File: config.mk
export PLATFORM = sky130hd
export DESIGN_NAME = tx_iq_deinterleaver
export DESIGN_NICKNAME = d
export VERILOG_FILES = /design/src/rtl/iqd_pkg.sv /design/src/rtl/iqd_phase_track.sv /design/src/rtl/iqd_word_hold.sv /design/src/rtl/iqd_pair_assemble.sv /design/src/rtl/tx_iq_deinterleaver.sv
export SDC_FILE = /design/constraint.sdc
export NUM_CORES = 1
export LEC_CHECK = 0
export ABC_AREA = 0
export BUFFER_PORTS_ARGS = -buffer_cell sky130_fd_sc_hd__buf_2
export CORE_MARGIN = 2
export CORE_UTILIZATION = 30
export DETAILED_ROUTE_END_ITERATION = 7
export GPL_TIMING_DRIVEN = 0
export PLACE_DENSITY = 0.59
export SLEW_MARGIN = 20
export SYNTH_ARGS = -nofsm -noshare
export SYNTH_HDL_FRONTEND = slang
export SYNTH_SLANG_ARGS = --single-unit
File: constraint.sdc
create_clock -name clk -period 1.03 [get_ports clk]
set_clock_uncertainty 0.05 [all_clocks]
set_input_delay 0.103 -clock clk [delete_from_list [all_inputs] [get_ports clk]]
set_output_delay 0.103 -clock clk [all_outputs]
set_load 0.005 [all_outputs]
File: src/rtl/iqd_pkg.sv
package iqd_pkg;

  typedef enum logic {
    ORDER_I_FIRST = 1'b0,
    ORDER_Q_FIRST = 1'b1
  } word_order_e;

  typedef enum logic {
    SLOT_SECOND = 1'b0,
    SLOT_FIRST  = 1'b1
  } slot_e;

  localparam int unsigned LANES = 2;

endpackage

File: src/rtl/iqd_phase_track.sv
module iqd_phase_track (
  input  logic          clk,
  input  logic          rst_n,
  input  logic          frame_flag,
  input  logic          cfg_flag_neg,
  input  logic          cfg_strobe_fall,
  output iqd_pkg::slot_e cur_slot,
  output logic          pair_done,
  output logic          conv_strobe
);
  import iqd_pkg::*;

  logic eff_flag;
  logic phase_q, phase_d;
  logic strobe_q, strobe_d;

  // next-state logic
  always_comb begin
    eff_flag  = frame_flag ^ cfg_flag_neg;
    cur_slot  = slot_e'(eff_flag);
    pair_done = phase_q & ~eff_flag;
    phase_d   = eff_flag;
    strobe_d  = ~eff_flag ^ cfg_strobe_fall;
  end

  // state registers
  always_ff @(posedge clk or negedge rst_n) begin
    if (!rst_n) begin
      phase_q  <= 1'b0;
      strobe_q <= 1'b0;
    end else begin
      phase_q  <= phase_d;
      strobe_q <= strobe_d;
    end
  end

  assign conv_strobe = strobe_q;

  // A flag toggle under stable configuration toggles the strobe.
  AST_STROBE_TOGGLES: assert property (@(posedge clk) disable iff (!rst_n)
    ($past(rst_n, 2) && ($past(frame_flag) != $past(frame_flag, 2)) &&
     ($past(cfg_flag_neg) == $past(cfg_flag_neg, 2)) &&
     ($past(cfg_strobe_fall) == $past(cfg_strobe_fall, 2)))
    |-> (conv_strobe != $past(conv_strobe)));

  // A repeated flag under stable configuration freezes the strobe.
  AST_STROBE_FREEZES: assert property (@(posedge clk) disable iff (!rst_n)
    ($past(rst_n, 2) && ($past(frame_flag) == $past(frame_flag, 2)) &&
     ($past(cfg_flag_neg) == $past(cfg_flag_neg, 2)) &&
     ($past(cfg_strobe_fall) == $past(cfg_strobe_fall, 2)))
    |-> $stable(conv_strobe));

endmodule

File: src/rtl/iqd_word_hold.sv
module iqd_word_hold #(
  parameter int unsigned WORD_W = 12
) (
  input  logic              clk,
  input  logic              rst_n,
  input  logic              load,
  input  logic [WORD_W-1:0] din,
  output logic [WORD_W-1:0] dout
);
  logic [WORD_W-1:0] hold_q, hold_d;

  always_comb begin
    hold_d = hold_q;
    if (load) hold_d = din;
  end

  always_ff @(posedge clk or negedge rst_n) begin
    if (!rst_n) hold_q <= '0;
    else        hold_q <= hold_d;
  end

  assign dout = hold_q;

endmodule

File: src/rtl/iqd_pair_assemble.sv
module iqd_pair_assemble #(
  parameter int unsigned WORD_W = 12
) (
  input  logic                clk,
  input  logic                rst_n,
  input  logic                pair_done,
  input  iqd_pkg::word_order_e order,
  input  logic [WORD_W-1:0]   first_word,
  input  logic [WORD_W-1:0]   second_word,
  output logic [WORD_W-1:0]   i_word,
  output logic [WORD_W-1:0]   q_word,
  output logic                sample_valid
);
  import iqd_pkg::*;

  localparam int unsigned LANE_I = 0;
  localparam int unsigned LANE_Q = 1;

  logic [LANES-1:0][WORD_W-1:0] lane_d;
  logic [LANES-1:0][WORD_W-1:0] lane_q;
  logic                         valid_q, valid_d;

  for (genvar g = 0; g < LANES; g++) begin : g_lane
    logic take_first;
    assign take_first = (g == LANE_I) ? (order == ORDER_I_FIRST)
                                      : (order == ORDER_Q_FIRST);
    assign lane_d[g]  = pair_done ? (take_first ? first_word : second_word)
                                  : lane_q[g];
  end

  assign valid_d = pair_done;

  always_ff @(posedge clk or negedge rst_n) begin
    if (!rst_n) begin
      lane_q  <= '0;
      valid_q <= 1'b0;
    end else begin
      lane_q  <= lane_d;
      valid_q <= valid_d;
    end
  end

  assign i_word       = lane_q[LANE_I];
  assign q_word       = lane_q[LANE_Q];
  assign sample_valid = valid_q;

  // A frame is two bus cycles, so valid cannot repeat back to back.
  AST_VALID_SINGLE: assert property (@(posedge clk) disable iff (!rst_n)
    sample_valid |=> !sample_valid);

  // Without a valid pulse both words keep their values.
  AST_HOLD_IDLE: assert property (@(posedge clk) disable iff (!rst_n)
    ($past(rst_n) && !sample_valid) |-> ($stable(i_word) && $stable(q_word)));

endmodule

File: src/rtl/tx_iq_deinterleaver.sv
module tx_iq_deinterleaver #(
  parameter int unsigned WORD_W = 12
) (
  input  logic              clk,
  input  logic              rst_n,
  input  logic [WORD_W-1:0] tx_bus,
  input  logic              frame_flag,
  input  logic              cfg_flag_neg,
  input  logic              cfg_q_first,
  input  logic              cfg_strobe_fall,
  output logic [WORD_W-1:0] i_word,
  output logic [WORD_W-1:0] q_word,
  output logic              sample_valid,
  output logic              conv_strobe
);
  import iqd_pkg::*;

  slot_e             cur_slot;
  logic              pair_done;
  logic              load_first;
  logic [WORD_W-1:0] first_word;
  word_order_e       order;

  assign load_first = (cur_slot == SLOT_FIRST);
  assign order      = word_order_e'(cfg_q_first);

  iqd_phase_track u_phase (
    .clk             (clk),
    .rst_n           (rst_n),
    .frame_flag      (frame_flag),
    .cfg_flag_neg    (cfg_flag_neg),
    .cfg_strobe_fall (cfg_strobe_fall),
    .cur_slot        (cur_slot),
    .pair_done       (pair_done),
    .conv_strobe     (conv_strobe)
  );

  iqd_word_hold #(.WORD_W(WORD_W)) u_hold (
    .clk   (clk),
    .rst_n (rst_n),
    .load  (load_first),
    .din   (tx_bus),
    .dout  (first_word)
  );

  iqd_pair_assemble #(.WORD_W(WORD_W)) u_pair (
    .clk          (clk),
    .rst_n        (rst_n),
    .pair_done    (pair_done),
    .order        (order),
    .first_word   (first_word),
    .second_word  (tx_bus),
    .i_word       (i_word),
    .q_word       (q_word),
    .sample_valid (sample_valid)
  );

  // A valid pulse needs the first-word level followed by the second-word level.
  AST_VALID_NEEDS_PAIR: assert property (@(posedge clk) disable iff (!rst_n)
    sample_valid |-> ($past(frame_flag ^ cfg_flag_neg, 2) &&
                      !$past(frame_flag ^ cfg_flag_neg)));

  AST_ORDER_I_FIRST: assert property (@(posedge clk) disable iff (!rst_n)
    (sample_valid && !$past(cfg_q_first)) |->
      ((i_word == $past(tx_bus, 2)) && (q_word == $past(tx_bus))));

  AST_ORDER_Q_FIRST: assert property (@(posedge clk) disable iff (!rst_n)
    (sample_valid && $past(cfg_q_first)) |->
      ((q_word == $past(tx_bus, 2)) && (i_word == $past(tx_bus))));

endmodule

==> results.cfg <==
[sta]
max_clock_freq_mhz = 941
hold-worst-slack_ns = -0.127
final-hold-violation-count = 39
post-route-worst-setup-slack_ns = -0.0324
fin_crit_sh_pct = 103
max-slew-margin-rel_pct = 41.3
rsz0062_at_grt = yes
tightest_pin_transition_ns = 0.881
timing.final.crit_period_ns = 1.06
finalMaxSlewViolations = 0
setup-violations-final = 13

[detailed_routing]
wl_per_cell_um = 15.8
drt_drc_violations_left = 0
via_count = 1284
drt.antenna.violating_nets = 0
vias_per_cell = 4.81
drt-pass1-iter-count = 4
finalWirelength_um = 4230
starting_drt_drc_count = 52

[setup_path]
timing.critical_path.arrival_ns = 1.20
cp_slowest_stage_delay_ns = 0.42
crit_path_top_delay_cell = sky130_fd_sc_hd__dfrtp_2
crit_path_max_fanout = 5
worstSetupEndpointType = register
timing.critical_path.required_ns = 1.17
critical-path-top-delay-family = flip-flops
path_class = register to register
worst-path-buf-inv = 2
critical_path.cell_chain = buf_6 > clkbuf_16 > a21oi_4 > a21oi_2
startpoint_type = register

[die]
core_um2 = 5510
floorplan.initialDensity_pct = 31.1
top_level_ports = 44
die_w_um = 79.6
dieArea_um2 = 6330
die_height_um = 79.6
row_count = 27

[finish]
finalNonFillerCells = 267
finish.net_count = 212
post_route_cells_drive_above_1_share_pct = 58.5
antennaDiodeCount = 0
synthToLayoutAreaGrowth_pct = 42.4

[synthesis]
ys_seq_elements = 39
synth_area_per_cell_um2 = 12.2
synthesis.nets = 158
mappedNetlistArea_um2 = 1710
ys_types = 13
synth_cells = 140
synth.top_cells.by_area = sky130_fd_sc_hd__dfrtp_1, sky130_fd_sc_hd__a21oi_1, sky130_fd_sc_hd__mux2i_1
ys.warnings.count = 0
netlist.area_leader.share_pct = 56.9
post-synth-top-area-cell = sky130_fd_sc_hd__dfrtp_1
synth.yosys.seq_area_share_pct = 56.9

[global_routing]
number_of_antenna_violations_at_the_first_check_in_global_routing = 0
grt_start_max_net_pins = 40
global_route.usage.total_pct = 14.1
gr-usage-met3_pct = 2.94
grt-ovfl-total = 0
busiest_layer = met2
vias_in_the_first_global_route = 1323
global_route.usage.met2_pct = 22.6
grt.met1_usage_pct = 18.8
wire_length_of_the_first_global_routing_pass_um = 6780

[cts]
worstSkewPairLatency_ns = 0.30
tritoncts.num_buffers = 5
clock_slew_at_reported_path_ffs_ns = 0.09
cts_htree_levels = 2
clock_sinks = 39
ctsRootBufferMaster = sky130_fd_sc_hd__clkbuf_8
tritoncts = yes
holdBufCountCts = 1
clock_path_buffers = 2

[placement]
dp_worst_setup_slack_ns = -0.269
place.port_buffers = 42
place.detailed.hpwl_um = 2740
dpl.cell_count = 254
globalplace.congestion = 0.695

[outcome]
outcome = finished with violations
failing_checks = hold timing, setup timing

[flow_run]
cap_violations = 0

[pwr]
power.density_cell_area_nw_per_um2 = 1940
power.static_leakage_nw = 1.07
vdd.ir_drop.worst_v = 0.000751

[min_path]
min_path_type = primary input to async pin
## through the flow
step | utilization, % | hold slack, ns | power (mW) | cell area, um2 | setup TNS [ns]
2_1_floorplan | - | -0.243 | 2.63 | 1720 | -0.947
3_3_place_gp | 36.7 | 0.225 | 3.10 | 2020 | -7.23
3_5_place_dp | 36.7 | 0.220 | 3.12 | 2020 | -7.66
4_1_cts | 43.1 | -0.100 | 4.69 | 2380 | -0.262
5_1_grt | 44.3 | -0.0726 | 4.99 | 2440 | -0.776
6_report | 44.3 | -0.127 | 4.74 | 2440 | -0.165
## cell type report
type / count / area [um2]
clock buffer: 5 / 68.8
clock inverter: 3 / 43.8
tap: 72 / 90.1
buffer: 11 / 139
timing repair buffer: 49 / 308
fill: 530 / 3070
inverter: 1 / 3.75
multi-input combinational: 87 / 811
sequential: 39 / 977
## worst paths after layout
kind	startpoint	to	slack, ns	cells past startpoint
min	rst_n	u_pair.i_word[7]$_DFFE_PN0P_	-0.13	1
max reg2reg	u_phase.phase_q$_DFF_PN0_	u_pair.q_word[1]$_DFFE_PN0P_	-0.03	4
min in group clk	tx_bus[8]	u_hold.dout[8]$_DFFE_PN0P_	0.02	2
max	u_phase.phase_q$_DFF_PN0_	u_pair.q_word[1]$_DFFE_PN0P_	-0.03	4
min reg2reg	u_pair.i_word[8]$_DFFE_PN0P_	u_pair.i_word[8]$_DFFE_PN0P_	0.47	2
max in group asynchronous	rst_n	u_phase.phase_q$_DFF_PN0_	0.45	1
## registers in the layout, summed over array words and instances (netlist names)
signal / cells
u_hold.dout: 12
u_phase.conv_strobe: 1
u_pair.q_word: 12
u_phase.phase_q: 1
u_pair.sample_valid: 1
u_pair.i_word: 12
## timing repair
item,CTS,global route
buffers inserted,3,0
resized for setup,42,14
cloned,3,0
hold endpoints to repair,40,39
pin swaps,3,2
endpoints found under the setup margin,24,27
## cells by family (layout without fill, tap and decap cells)
| group | after synthesis | count (layout) | synth area share [%] |
|---|---|---|---|
| AOI/OAI and AO/OA | 48 | 48 | 14.0 |
| xor gates and xnor gates | 2 | 2 | 1.02 |
| buffers and inverters | 14 | 69 | 5.77 |
| DFF | 39 | 39 | 56.9 |
| muxes | 36 | 36 | 21.9 |
| and+or+nand+nor | 1 | 1 | 0.365 |
## layer usage
layer | routed length, um | vias up
li1 | - | 602
met4 | 48 | 0
met3 | 165 | 4
met5 | 0 | -
met1 | 1910 | 651
met2 | 2100 | 27
## worst reg2reg max path, stage by stage, from the launching register on
cell and delay [ns]:
sky130_fd_sc_hd__dfrtp_2 0.42, sky130_fd_sc_hd__buf_6 0.15, sky130_fd_sc_hd__clkbuf_16 0.17, sky130_fd_sc_hd__a21oi_4 0.14
sky130_fd_sc_hd__a21oi_2 0.04
## power by group
group	total [mW]	internal, mW	leakage, nW	switching (mW)
Combinational	1.31	0.693	0.570	0.621
Clock	1.29	0.721	0.0581	0.569
Sequential	2.13	1.87	0.440	0.264
Total	4.74	3.28	1.07	1.45
## cells in the final DEF (no fill, tap or decap)
cell type / count
sky130_fd_sc_hd__buf_2: 43
sky130_fd_sc_hd__dfrtp_1: 38
sky130_fd_sc_hd__a21oi_2: 27
sky130_fd_sc_hd__mux2i_1: 24
sky130_fd_sc_hd__a21oi_1: 15
sky130_fd_sc_hd__mux2_2: 12
sky130_fd_sc_hd__a21oi_4: 6
sky130_fd_sc_hd__buf_6: 5
sky130_fd_sc_hd__clkbuf_8: 5
sky130_fd_sc_hd__buf_4: 4
sky130_fd_sc_hd__clkbuf_16: 2
sky130_fd_sc_hd__buf_8: 2
sky130_fd_sc_hd__xnor2_1: 1
sky130_fd_sc_hd__inv_1: 1
sky130_fd_sc_hd__and2_4: 1
sky130_fd_sc_hd__xor2_1: 1
sky130_fd_sc_hd__clkbuf_4: 1
sky130_fd_sc_hd__buf_12: 1
sky130_fd_sc_hd__bufinv_16: 1
sky130_fd_sc_hd__clkinv_4: 1
sky130_fd_sc_hd__clkinv_2: 1
sky130_fd_sc_hd__buf_16: 1
sky130_fd_sc_hd__dlygate4sd3_1: 1
sky130_fd_sc_hd__dfrtp_2: 1
## synthesized netlist by cell type (all sizes together)
master and instances:
a21oi 48, dfrtp 39, mux2i 24, mux2 12, buf 10, clkbuf 3
and2 1, inv 1, xnor2 1, xor2 1
No activity file was read; power rests on OpenSTA's default activity.
